### src/rtl/can_irq_flags.sv
module can_irq_flags (
  input  logic       clk,
  input  logic       rst,
  input  logic       cpu_rd,
  input  logic       cpu_wr,
  input  logic [7:0] irq_en,
  input  logic       ev_bus_err,
  input  logic       ev_arb_lost,
  input  logic       st_err_passive,
  input  logic       sleeping,
  input  logic       bus_activity,
  input  logic       st_overrun,
  input  logic       st_err,
  input  logic       st_bus,
  input  logic       st_tx_free,
  input  logic       rx_not_empty,
  output logic [7:0] flags,
  output logic       irq_n
);

  logic [7:1] flg_q;
  logic       rx_q;
  logic       ep_h, ovr_h, err_h, bus_h, tx_h;
  logic [7:1] set_v;

  assign set_v[7] = ev_bus_err  & irq_en[7];
  assign set_v[6] = ev_arb_lost & irq_en[6];
  assign set_v[5] = (st_err_passive ^ ep_h) & irq_en[5];
  assign set_v[4] = sleeping & bus_activity & irq_en[4];
  assign set_v[3] = st_overrun & ~ovr_h & irq_en[3];
  assign set_v[2] = ((st_err ^ err_h) | (st_bus ^ bus_h)) & irq_en[2];
  assign set_v[1] = st_tx_free & ~tx_h & irq_en[1];

  always_ff @(posedge clk) begin
    if (rst) begin
      ep_h  <= 1'b0;
      ovr_h <= 1'b0;
      err_h <= 1'b0;
      bus_h <= 1'b0;
      tx_h  <= 1'b0;
    end else begin
      ep_h  <= st_err_passive;
      ovr_h <= st_overrun;
      err_h <= st_err;
      bus_h <= st_bus;
      tx_h  <= st_tx_free;
    end
  end

  always_ff @(posedge clk) begin
    if (rst) begin
      flg_q <= '0;
      rx_q  <= 1'b0;
    end else begin
      flg_q <= set_v | (flg_q & {7{~cpu_rd}});
      rx_q  <= rx_not_empty & irq_en[0];
    end
  end

  assign flags = {flg_q, rx_q};
  assign irq_n = ~|flags;

  assert_read_clear_R9: assert property (@(posedge clk) disable iff (rst)
    (cpu_rd && set_v == 7'd0) |=> flags[7:1] == 7'd0);

  assert_set_wins_R10: assert property (@(posedge clk) disable iff (rst)
    (cpu_rd && set_v != 7'd0) |=> ((flags[7:1] & $past(set_v)) == $past(set_v)));

  assert_write_ignored_R12: assert property (@(posedge clk) disable iff (rst)
    (cpu_wr && !cpu_rd && set_v == 7'd0) |=> $stable(flags[7:1]));

  assert_enable_gate_R11: assert property (@(posedge clk) disable iff (rst)
    (cpu_rd && irq_en[7:1] == 7'd0) |=> flags[7:1] == 7'd0);

  assert_rx_level_R8: assert property (@(posedge clk) disable iff (rst)
    (!rx_not_empty) |=> !flags[0]);

endmodule

### config.mk
export PLATFORM = sky130hd
export DESIGN_NAME = can_irq_flags
export DESIGN_NICKNAME = d
export VERILOG_FILES = /design/src/rtl/can_irq_flags.sv
export SDC_FILE = /design/constraint.sdc
export NUM_CORES = 1
export LEC_CHECK = 0
export BUFFER_PORTS_ARGS = -buffer_cell sky130_fd_sc_hd__buf_2
export CAP_MARGIN = 0
export CORE_AREA = 2 2 39 41
export DETAILED_ROUTE_END_ITERATION = 7
export DIE_AREA = 0 0 41 43
export GPL_TIMING_DRIVEN = 1
export PLACE_DENSITY = 0.68
export REMOVE_ABC_BUFFERS = 1
export SETUP_SLACK_MARGIN = 0.3
export SLEW_MARGIN = 25
export SYNTH_ARGS = -nofsm -noshare
export SYNTH_HDL_FRONTEND = slang
export SYNTH_SLANG_ARGS = --single-unit
### constraint.sdc
create_clock -name clk -period 2.28 [get_ports clk]
set_clock_uncertainty 0.1 [all_clocks]
set_input_delay 0.114 -clock clk [delete_from_list [all_inputs] [get_ports clk]]
set_output_delay 0.114 -clock clk [all_outputs]
set_load 0.05 [all_outputs]
== Word-level counts from Yosys, hierarchy flattened ==
Cells that the tools add are included.
Widths: inputs -> output; s select.
Storage, ports and cells
  logic and storage cells: 29
  bits in read-only memories: 0
  memories: 0
  output and inout port bits: 9
  input bits: 22
  RAM bits: 0
  latch bits: 0
  register bits after elaboration: 13
Cells by class
  bitwise operators: 20
  magnitude comparators: 0
  div/mod/pow operators: 0
  multiply operators: 0
  add/sub/neg operators: 0
  mux-type cells: 0
  shifts and indexed selects: 0
  equal/unequal tests: 0
  reduce and logical (&&, ||, !) cells: 2
Operators by type and width (count)
  $and 1x1->1: 11
  $reduce_or 8->1: 1
  $and 7x7->7: 1
  $or 7x7->7: 1
  $not 1->1: 3
  $xor 1x1->1: 3
  $logic_not 1->1: 1
  $or 1x1->1: 1

== Longest topological paths before layout ==
Gate-level depths: netlist of the first run.
  word-level depth: 4
  depth in mapped cells: 3
  gate-level depth less buffers: 3

== Worst setup path after synthesis of the first run ==
Ideal clock, no wire load.
  path kind: reg2out
  start: register flg_q[1] (netlist name)
  end: output irq_n
  path buffers: 0
  data arrival time: 1.704 ns
  stages on the path, launching flop included: 3
  setup slack: 0.362 ns
  required time: 2.066 ns
  path through: dfxtp_1 -> or4_1 -> nor2_1
On the way
  cells in the longest elaborated chain, start to end: 2
RTL lines
  start, declared: line 21  | logic [7:1] flg_q;
  start signal, assigned: line 55  | flg_q <= set_v | (flg_q & {7{~cpu_rd}});
  $reduce_or 8->1: line 61  | assign irq_n = ~|flags;
  $logic_not 1->1: line 61
  end, declared: line 18  | output logic irq_n
No other way between the ends.

== Final worst setup path of the first run ==
Same ends and word-level chain as after synthesis.

==> results of run 1 <==
[state kept, by name, summed over array words and instances, names as in the netlist]
| signal | flops |
|---|---|
| flg_q | 7 |
| bus_h | 1 |
| ep_h | 1 |
| err_h | 1 |
| ovr_h | 1 |
| rx_q | 1 |
| tx_h | 1 |
[critical path, cell delays in order, from the launching register on]
cell and delay (ns):
dfxtp_1 0.32, or4_1 0.52, nor2_1 0.10, buf_2 0.26
[area by class of cell]
class                      count  area, um^2
fill                         136         652
sequential                    13         260
timing repair buffer          39         245
multi-input combinational     30         176
clock buffer                   4        26.3
tap                           16        20.0
inverter                       1        3.75
[worst paths after layout]
check / start / end / slack (ns) / depth (start not counted)
worst max-delay path: flg_q[1] / irq_n / 0.60 / 3
worst min-delay path: irq_en[7] / flg_q[7] / 0.006 / 3
worst max register to register: flg_q[6] / flg_q[6] / 1.01 / 3
worst min register to register: flg_q[2] / flg_q[2] / 0.38 / 2
[placed cells by master (no fill, tap or decap), drive strengths merged, types with 2 or more instances in the layout]
| master | count |
|---|---|
| nor2 | 6 |
| a21oi | 3 |
| dlygate4sd3 | 10 |
| nor2b | 5 |
| buf | 29 |
| clkbuf | 4 |
| a22oi | 3 |
| or4 | 2 |
| dfxtp | 13 |
| xor2 | 3 |
| nand3b | 2 |
| nand2 | 4 |
[cell usage after synthesis (all sizes together)]
cell | count | area share (%)
or4 | 2 | 3.3
xor2 | 3 | 5.8
a21oi | 3 | 3.3
nand3b | 2 | 3.3
nand2 | 4 | 3.3
nor2 | 6 | 5.0
buf | 1 | 1.7
nor2b | 5 | 6.9
a32oi | 1 | 1.9
dfxtp | 13 | 58
a22oi | 3 | 5.0
o21ai | 1 | 1.1
clkbuf | 1 | 0.83
inv | 1 | 0.83
[power breakdown]
part | switching, mW | leakage, nW | internal (mW) | total (mW)
registers | 0.00596 | 0.108 | 0.239 | 0.245
clock network | 0.0662 | 0.0150 | 0.0676 | 0.134
logic | 0.0602 | 0.237 | 0.0439 | 0.104
total | 0.132 | 0.360 | 0.351 | 0.483
[routing by layer]
layer / wire, um / vias to the layer above / global-route usage, % / part of all wire, %
li1: - / 238 / - / -
met1: 439 / 183 / 12.7 / 45
met2: 412 / 23 / 19.4 / 42
met3: 105 / 2 / 4.71 / 11
met4: 14 / 0 / 8.00 / 1.4
met5: 0 / - / 0 / 0
[stage by stage]
stage | cells | hold slack, ns | utilization (%) | cell area, um^2
2_1_floorplan | 44 | 0.0831 | - | 440
3_3_place_gp | 89 | 0.229 | 43.8 | 606
3_5_place_dp | 89 | 0.234 | 43.8 | 606
4_1_cts | 103 | 0.00178 | 52.9 | 732
5_1_grt | 103 | 0.0197 | 52.9 | 732
6_report | 103 | 0.00603 | 52.9 | 732
[cell families after synthesis]
kind of cell    share of synthesized area [%]
compound gates                           11.4
simple gates                             21.9
flops                                    57.6
xor+xnor                                 5.82
buf+inv                                  3.32
==> key figures, run 1 <==
Clock network
  • Post-CTS setup buffer count: 0
  • Post-CTS Hold Fix Bufs: 10
  • Root Driver: clkbuf_4
  • Clk Latency, worst-skew pair: around 0.26 ns
  • CTS tree: done
  • TritonCTS Buffers: 3
  • Clock buffer depth: 2
  • CTS sink count: 13
  • Resize count post-CTS: 0
  • CTS clk-pin slew, worst paths: 0.07 ns
  • H-tree depth: 1

Timing
  • RSZ-0062 raised after global routing: no
  • Final Hold Viols: 0
  • Tmin final: about 1.7 ns
  • Setup TNS: 0 ns
  • Final Max Slew Viols: 0
  • FMAX: about 0.59 GHz
  • # setup viols final: 0
  • Worst Max-Slew Pin Slew: roughly 0.25 ns
  • Setup slack after layout: 0.597 ns
  • Period utilisation layout: between 70% and 80%
  • Slew HR: a little over four fifths

Route
  • Routed WL per cell: approximately 9.4 um
  • DRC: 0
  • Vias/cell: ~4.3
  • Drt total wl: slightly below 1 mm
  • Final ANT Viol Nets: 0
  • Routed vias: between 400 and 500
  • Number of DRC markers in iteration 0: 5
  • Drt first pass iters: 2

Pwr
  • Tot Pwr: ~0.48 mW
  • Leakage: approximately 0.36 nW
  • Power Dens Cells: 660 nW/um^2
  • Max VDD drop: about 260 uV

Yosys
  • Syn Area/Cell: 9.82 um^2
  • Flops & latches, synth: 13
  • Synth warn: 0
  • Seq/Total Area, Yosys: roughly 58%
  • Post-synthesis instance total: 46
  • Post-synth design cell area: 452 um^2
  • Library cells used by synthesis: 14

Floorplanning
  • Die X: between 40 and 50 um
  • Core area: 1380 um^2
  • IO Count: 31
  • Starting Density: between 30 and 40%
  • Rows: 14
  • Die height: between 40 and 50 um
  • Die ar.: about 1800 um^2

Global routing
  • Initial antenna violation count: 0
  • Via count of the first global-routing pass: slightly below 400
  • Global Route Usage Sum: between 10% and 20%
  • First-pass GRT wire length: between 1 and 1.5 mm
  • Total congestion overflow: 0
  • Largest net degree at the start of global routing: 14

Critical path
  • Crit path launch type: flip-flop
  • Worst Path Arrival: roughly 1.5 ns
  • Crit-path max FO: 3
  • CP endpoint kind: output port
  • Worst Path Required: slightly above 2 ns
  • CP Class: reg2out

Placed design
  • GP Congestion: 0.583
  • DP Worst Slack: 0.882 ns
  • Number of buffers added on ports: 29
  • Post-DP HPWL: roughly 650 um

Finish
  • Final #Nets: between 100 and 150
  • Area Overhead vs Synth: 62.0%
  • Layout cells sized above 1: 36.8%
  • ANT cells: 0

Flow run
  • Max cap viols: 0

Run status
  • Status: completed

Min path
  • HP Class: in2reg
No activity file was read; power rests on OpenSTA's default activity.
==> run 2: changes to the inputs <==
==> constraint.sdc (replaced) <==
create_clock -name clk -period 1.66 [get_ports clk]
set_clock_uncertainty 0.1 [all_clocks]
set_input_delay 0.083 -clock clk [delete_from_list [all_inputs] [get_ports clk]]
set_output_delay 0.083 -clock clk [all_outputs]
set_load 0.05 [all_outputs]
==> run 2 against run 1 <==
  * Via count grew 12%
  * Cell count grew 8.7%
  * Setup slack lost 0.51 ns
  * Hold slack gained 0.032 ns
  * Highest routed layer unchanged
==> key figures, run 2 (synthesis gave the netlist of run 1 again) <==
Run status
  • Status: completed (unchanged)

Flow run
  • Max cap viols: 0 (unchanged)

Route
  • Number of DRC markers in iteration 0: 5 (unchanged)
  • Routed vias: 498 (was 446)
  • DRC: 0 (unchanged)
  • Final ANT Viol Nets: 0 (unchanged)
  • Routed WL per cell: 10.1 um (was 9.45 um)
  • Drt first pass iters: 2 (unchanged)
  • Vias/cell: 4.45 (was 4.33)
  • Drt total wl: 1.14 mm (was 973 um)

Floorplanning
  • Starting Density: 32.6% (unchanged)
  • Die height: 43 um (unchanged)
  • Rows: 14 (unchanged)
  • Core area: 1380 um^2 (unchanged)
  • Die ar.: 1760 um^2 (unchanged)
  • IO Count: 31 (unchanged)
  • Die X: 41 um (unchanged)

Critical path
  • CP endpoint kind: output port (unchanged)
  • Worst reg2reg path startpoint: bus_h (was flg_q[6])
  • Worst Path Arrival: 1.39 ns (was 1.47 ns)
  • R2r endpoint: flg_q[2] (was flg_q[6])
  • Worst Path Buf+Inv: 1 (unchanged)
  • Crit path launch type: flip-flop (unchanged)
  • R2R cell count: 3 (unchanged)
  • Worst Path Required: 1.48 ns (was 2.07 ns)
  • Slowest library cell on the worst path: or4_4 (was or4_1)
  • CP Class: reg2out (unchanged)
  • CP max stage delay: 0.54 ns (was 0.52 ns)
  • CP delay by family, top: simple AND/OR/NAND/NOR gates (unchanged)
  • Crit-path cells: or4_4, nor2_4, buf_8 (was or4_1, nor2_1, buf_2)
  • Reg2Reg Setup Slack: 0.74 ns (was 1.01 ns)
  • Crit-path max FO: 2 (was 3)

Global routing
  • Largest net degree at the start of global routing: 14 (unchanged)
  • Via count of the first global-routing pass: 451 (was 398)
  • Initial antenna violation count: 0 (unchanged)
  • Global Route Usage Sum: 13.9% (was 12.3%)
  • First-pass GRT wire length: 1.66 mm (was 1.44 mm)
  • Total congestion overflow: 0 (unchanged)

Min path
  • HP Class: in2reg (unchanged)
  • Hold Path End: flg_q[5] (was flg_q[7])
  • Worst hold stages: 2 (was 3)
  • Hold path start: rst (was irq_en[7])

Clock network
  • CTS sink count: 13 (unchanged)
  • TritonCTS Buffers: 3 (unchanged)
  • H-tree depth: 1 (unchanged)
  • Root Driver: clkbuf_4 (unchanged)
  • Clock buffer depth: 2 (unchanged)
  • Clk Latency, worst-skew pair: 0.26 ns (about the same)
  • CTS tree: done (unchanged)
  • CTS clk-pin slew, worst paths: 0.07 ns (about the same)

Finish
  • Commonest non-fill, non-tap cell in the layout: buf_2 (unchanged)
  • Fillers: 120 (was 136)
  • Largest register by flop count: flg_q (unchanged)
  • Most frequent cells in the layout: buf_2 (28), dlygate4sd3_1 (18), dfxtp_1 (11) (was buf_2 (29), dfxtp_1 (13), dlygate4sd3_1 (10))
  • Final #Nets: 119 (was 110)
  • Max reg flops: 7 (unchanged)
  • Area Overhead vs Synth: 87.5% (was 62.0%)
  • Layout cells sized above 1: 39.6% (was 36.8%)
  • ANT cells: 0 (unchanged)
  • Area taken by flip-flops and latches: 263 um^2 (was 260 um^2)
  • Multi-input logic area: 191 um^2 (was 176 um^2)
  • Finished Core Util: 61.2% (was 52.9%)

Pwr
  • Max VDD drop: 450 uV (was 257 uV)
  • Leakage: 0.404 nW (was 0.360 nW)
  • Power Dens Cells: 830 nW/um^2 (was 660 nW/um^2)

Placed design
  • Post-DP HPWL: 688 um (was 654 um)
  • GP Congestion: 0.583 (about the same)
  • Number of buffers added on ports: 29 (unchanged)

Timing
  • Worst Max-Slew Pin Slew: 0.256 ns (was 0.249 ns)
  • Final Max Slew Viols: 0 (unchanged)
  • Final Hold Viols: 0 (unchanged)
  • Period utilisation layout: 95.0%
  • Tmin final: 1.58 ns
  • Slew HR: 83.1% (was 83.5%)
  • # setup viols final: 0 (unchanged)
  • RSZ-0062 raised after global routing: yes (was no)
  • Setup TNS: 0 ns (unchanged)
  • FMAX: around 0.63 GHz
-- run 2: cell count changes in the layout (fill, tap and decap cells not counted), sizes merged --
cell / change
dlygate4sd3: +8
buf: +1
-- run 2: layer usage --
| metal | part of all wire (%) | track usage (%) | routed length, um | vias up |
|---|---|---|---|---|
| met5 | 0 | 0 | 0 | - |
| met4 | 0.88 | 6.00 | 10 | 0 |
| met3 | 8.9 | 4.71 | 101 | 2 |
| met2 | 46 | 25.0 | 523 | 23 |
| met1 | 44 | 13.0 | 501 | 214 |
| li1 | - | - | - | 259 |
-- run 2: what timing repair did --
action                                  4_1_cts  5_1_grt
endpoints found under the setup margin        1        1
endpoints found under the hold margin        13        0
pin swaps                                     2        1
gates resized for setup                       3        6
hold buffers                                 18        0
buffers inserted                              1        0
-- run 2: how the worst max path moves through the flow --
stage / from / to / slack (ns) / cells after the start
2_1_floorplan: flg_q[1] / irq_n / -0.23 / 2
3_3_place_gp: flg_q[1] / irq_n / 0.30 / 3
3_5_place_dp: flg_q[1] / irq_n / 0.29 / 3
4_1_cts: flg_q[5] / irq_n / 0.07 / 3
5_1_grt: rx_q / irq_n / 0.05 / 3
6_report: rx_q / irq_n / 0.08 / 3
-- run 2: metrics by stage --
step / power, mW / instance area (um^2) / cells / hold slack, ns / setup WS (ns)
final: 0.703 / 847 / 112 / 0.0380 / 0.0828
after global placement: 0.468 / 606 / 89 / 0.198 / 0.296
after global routing: 0.743 / 847 / 112 / 0.0508 / 0.0454
after detailed placement: 0.470 / 606 / 89 / 0.214 / 0.291
after CTS: 0.693 / 827 / 112 / 0.0418 / 0.0660
after floorplan: 0.423 / 440 / 44 / 0.0521 / -0.227
-- run 2: final cells by class --
class | instances | share of cell area [%]
clock buffer | 4 | 3.10
inverter | 1 | 0.443
multi-input combinational | 30 | 22.6
sequential | 13 | 31.0
tap | 16 | 2.36
timing repair buffer | 48 | 40.5
-- run 2: where the power goes --
group	switching [mW]	internal (mW)	total [mW]	leakage, nW
Sequential	0.00892	0.329	0.338	0.108
Combinational	0.0923	0.0884	0.181	0.281
Clock	0.0915	0.0927	0.184	0.0150
Total	0.193	0.510	0.703	0.404
==> run 3: changes to the inputs <==
--- a/config.mk
+++ b/config.mk
@@ -5,6 +5,7 @@
 export SDC_FILE = /design/constraint.sdc
 export NUM_CORES = 1
 export LEC_CHECK = 0
+export ABC_CLOCK_PERIOD_IN_PS = 1660
 export BUFFER_PORTS_ARGS = -buffer_cell sky130_fd_sc_hd__buf_2
 export CAP_MARGIN = 0
 export CORE_AREA = 2 2 39 41
==> constraint.sdc (replaced) <==
create_clock -name clk -period 1.66 [get_ports clk]
set_clock_uncertainty 0.1 [all_clocks]
set_input_delay 0.166 -clock clk [delete_from_list [all_inputs] [get_ports clk]]
set_output_delay 0.166 -clock clk [all_outputs]
set_load 0.05 [all_outputs]
==> run 3 against run 2 <==
  * The flow now finishes with violations (negative setup slack)
  * Via count down 15%
  * Clock-buffer cell count unchanged
  * Critical path depth stayed put
  * Setup slack worse by 0.091 ns
  * Critical endpoint unchanged
  * Largest power group unchanged
==> key figures, run 3 (synthesis gave the netlist of run 1 again) <==
Placed design
  • Placed cell area: 606 um^2 (unchanged)
  • Post-DP HPWL: 693 um (was 688 um)
  • GP Congestion: 0.583 (about the same)
  • Number of buffers added on ports: 29 (unchanged)

Timing
  • Worst hold slack: 0.0291 ns (was 0.0380 ns)
  • Setup slack after layout: -0.00801 ns (was 0.0828 ns)
  • FMAX: 0.600 GHz (was 0.634 GHz)
  • Final Max Slew Viols: 0 (unchanged)
  • Period utilisation layout: 100% (was 95.0%)
  • Worst Max-Slew Pin Slew: 0.251 ns (was 0.256 ns)
  • RSZ-0062 raised after global routing: yes (unchanged)
  • Tmin final: 1.67 ns (was 1.58 ns)
  • Slew HR: 83.3% (was 83.1%)
  • Final Hold Viols: 0 (unchanged)
  • # setup viols final: 1 (was 0)

Critical path
  • Crit-path max FO: 2 (unchanged)
  • R2r endpoint: flg_q[2] (unchanged)
  • R2R cell count: 3 (unchanged)
  • Worst Path Required: 1.39 ns (was 1.48 ns)
  • CP Class: reg2out (unchanged)
  • Setup crit end: irq_n (unchanged)
  • Crit. Startpoint: rx_q (unchanged)
  • Worst Path Arrival: 1.40 ns (was 1.39 ns)
  • Worst reg2reg path startpoint: bus_h (unchanged)
  • CP endpoint kind: output port (unchanged)
  • Crit path launch type: flip-flop (unchanged)
  • Reg2Reg Setup Slack: 0.76 ns (was 0.74 ns)

Finish
  • Largest register by flop count: flg_q (unchanged)
  • Area taken by flip-flops and latches: 264 um^2 (was 263 um^2)
  • Most frequent cells in the layout: buf_2 (28), dfxtp_1 (10), nor2_1 (5), nor2b_1 (5), nand2_1 (4) (was buf_2 (28), dlygate4sd3_1 (18), dfxtp_1 (11))
  • Fillers: 140 (was 120)
  • Final instance area: 681 um^2 (was 847 um^2)
  • Final #Nets: 102 (was 119)
  • Commonest non-fill, non-tap cell in the layout: buf_2 (unchanged)
  • ANT cells: 0 (unchanged)
  • Multi-input logic area: 191 um^2 (unchanged)
  • Layout cells sized above 1: 48.1% (was 39.6%)
  • Max reg flops: 7 (unchanged)
  • Area Overhead vs Synth: 50.7% (was 87.5%)

Clock network
  • CTS sink count: 13 (unchanged)
  • CTS tree: done (unchanged)
  • TritonCTS Buffers: 3 (unchanged)
  • Post-CTS setup buffer count: 0 (was 1)
  • CTS clk-pin slew, worst paths: 0.08 ns (was 0.07 ns)
  • H-tree depth: 1 (unchanged)
  • Clk Latency, worst-skew pair: 0.27 ns (was 0.26 ns)
  • Clock buffer depth: 2 (unchanged)
  • Root Driver: clkbuf_4 (unchanged)

Flow run
  • Max cap viols: 0 (unchanged)

Global routing
  • Global Route Usage Sum: 11.6% (was 13.9%)
  • Via count of the first global-routing pass: 345 (was 451)
  • Total congestion overflow: 0 (unchanged)
  • Initial antenna violation count: 0 (unchanged)
  • Largest net degree at the start of global routing: 14 (unchanged)
  • First-pass GRT wire length: 1.28 mm (was 1.66 mm)

Run status
  • Violated checks: negative setup slack
  • Status: finished with violations (was completed)

Floorplanning
  • Starting Density: 32.6% (unchanged)
  • IO Count: 31 (unchanged)
  • Core area: 1380 um^2 (unchanged)
  • Die X: 41 um (unchanged)
  • Die ar.: 1760 um^2 (unchanged)
  • Die height: 43 um (unchanged)
  • Rows: 14 (unchanged)

Pwr
  • Power Dens Cells: 993 nW/um^2 (was 830 nW/um^2)
  • Leakage: 0.334 nW (was 0.404 nW)
  • Max VDD drop: 388 uV (was 450 uV)

Min path
  • Worst hold stages: 3 (was 2)
  • HP Class: in2reg (unchanged)

Route
  • Drt first pass iters: 4 (was 2)
  • DRC: 0 (unchanged)
  • Number of DRC markers in iteration 0: 1 (was 5)
  • Vias/cell: 4.46 (was 4.45)
  • Drt total wl: 969 um (was 1.14 mm)
  • Routed WL per cell: 10.2 um (was 10.1 um)
  • Final ANT Viol Nets: 0 (unchanged)
  • Routed vias: 424 (was 498)
==> run 3: cell types whose count changed in the layout (fill, tap and decap cells not counted), sizes merged <==
cell	delta
buf	-1
dlygate4sd3	-16
==> run 3: worst min path at each step <==
stage                          start       end  slack, ns
after floorplan                  rst  flg_q[1]       0.14
after global placement     irq_en[0]      rx_q       0.28
after detailed placement   irq_en[0]      rx_q       0.29
after CTS                 st_overrun     ovr_h       0.02
after global routing          st_err     err_h       0.03
final                      irq_en[5]  flg_q[5]       0.03
==> run 3: worst max-delay path: stages (launching register included) <==
cell and delay (ns):
dfxtp_1 0.31, or4_4 0.54, nor2_4 0.13, buf_8 0.15
==> run 3: layout make-up <==
type	count	share of cell area, %
repair buffers	31	25.7
inverters	1	0.551
well taps	16	2.94
multi-input cells	30	28.1
clock buffers	4	3.86
flip-flops and latches	13	38.8
==> run 3: timing repair <==
item                       CTS  global route
hold buffers                 2             0
setup endpoints to repair    1             1
gates resized for setup      3             7
hold endpoints to repair     1             0
pin swaps                    2             2
gates cloned                 0             0
==> run 3: layer usage <==
metal	part of all wire [%]	vias up	GRT usage, %
met2	45	23	17.8
met4	1.2	0	10.0
li1	-	222	-
met1	41	177	11.1
met5	0	-	0
met3	13	2	4.71
==> run 3: metrics by stage <==
step            TNS, ns  worst slack [ns]  cells  total power, mW  utilization, %
5_1_grt         -0.0615           -0.0615     95            0.717            49.2
2_1_floorplan    -0.310            -0.310     44            0.423               -
3_3_place_gp          0             0.213     89            0.468            43.8
3_5_place_dp          0             0.216     89            0.470            43.8
6_report       -0.00801          -0.00801     95            0.676            49.2
4_1_cts         -0.0285           -0.0285     95            0.670            47.6
==> run 3: power by group <==
group          switching (mW)  internal, mW  leakage, nW
sequential            0.00943         0.330        0.109
clock                  0.0955        0.0929       0.0150
combinational          0.0864        0.0620        0.210
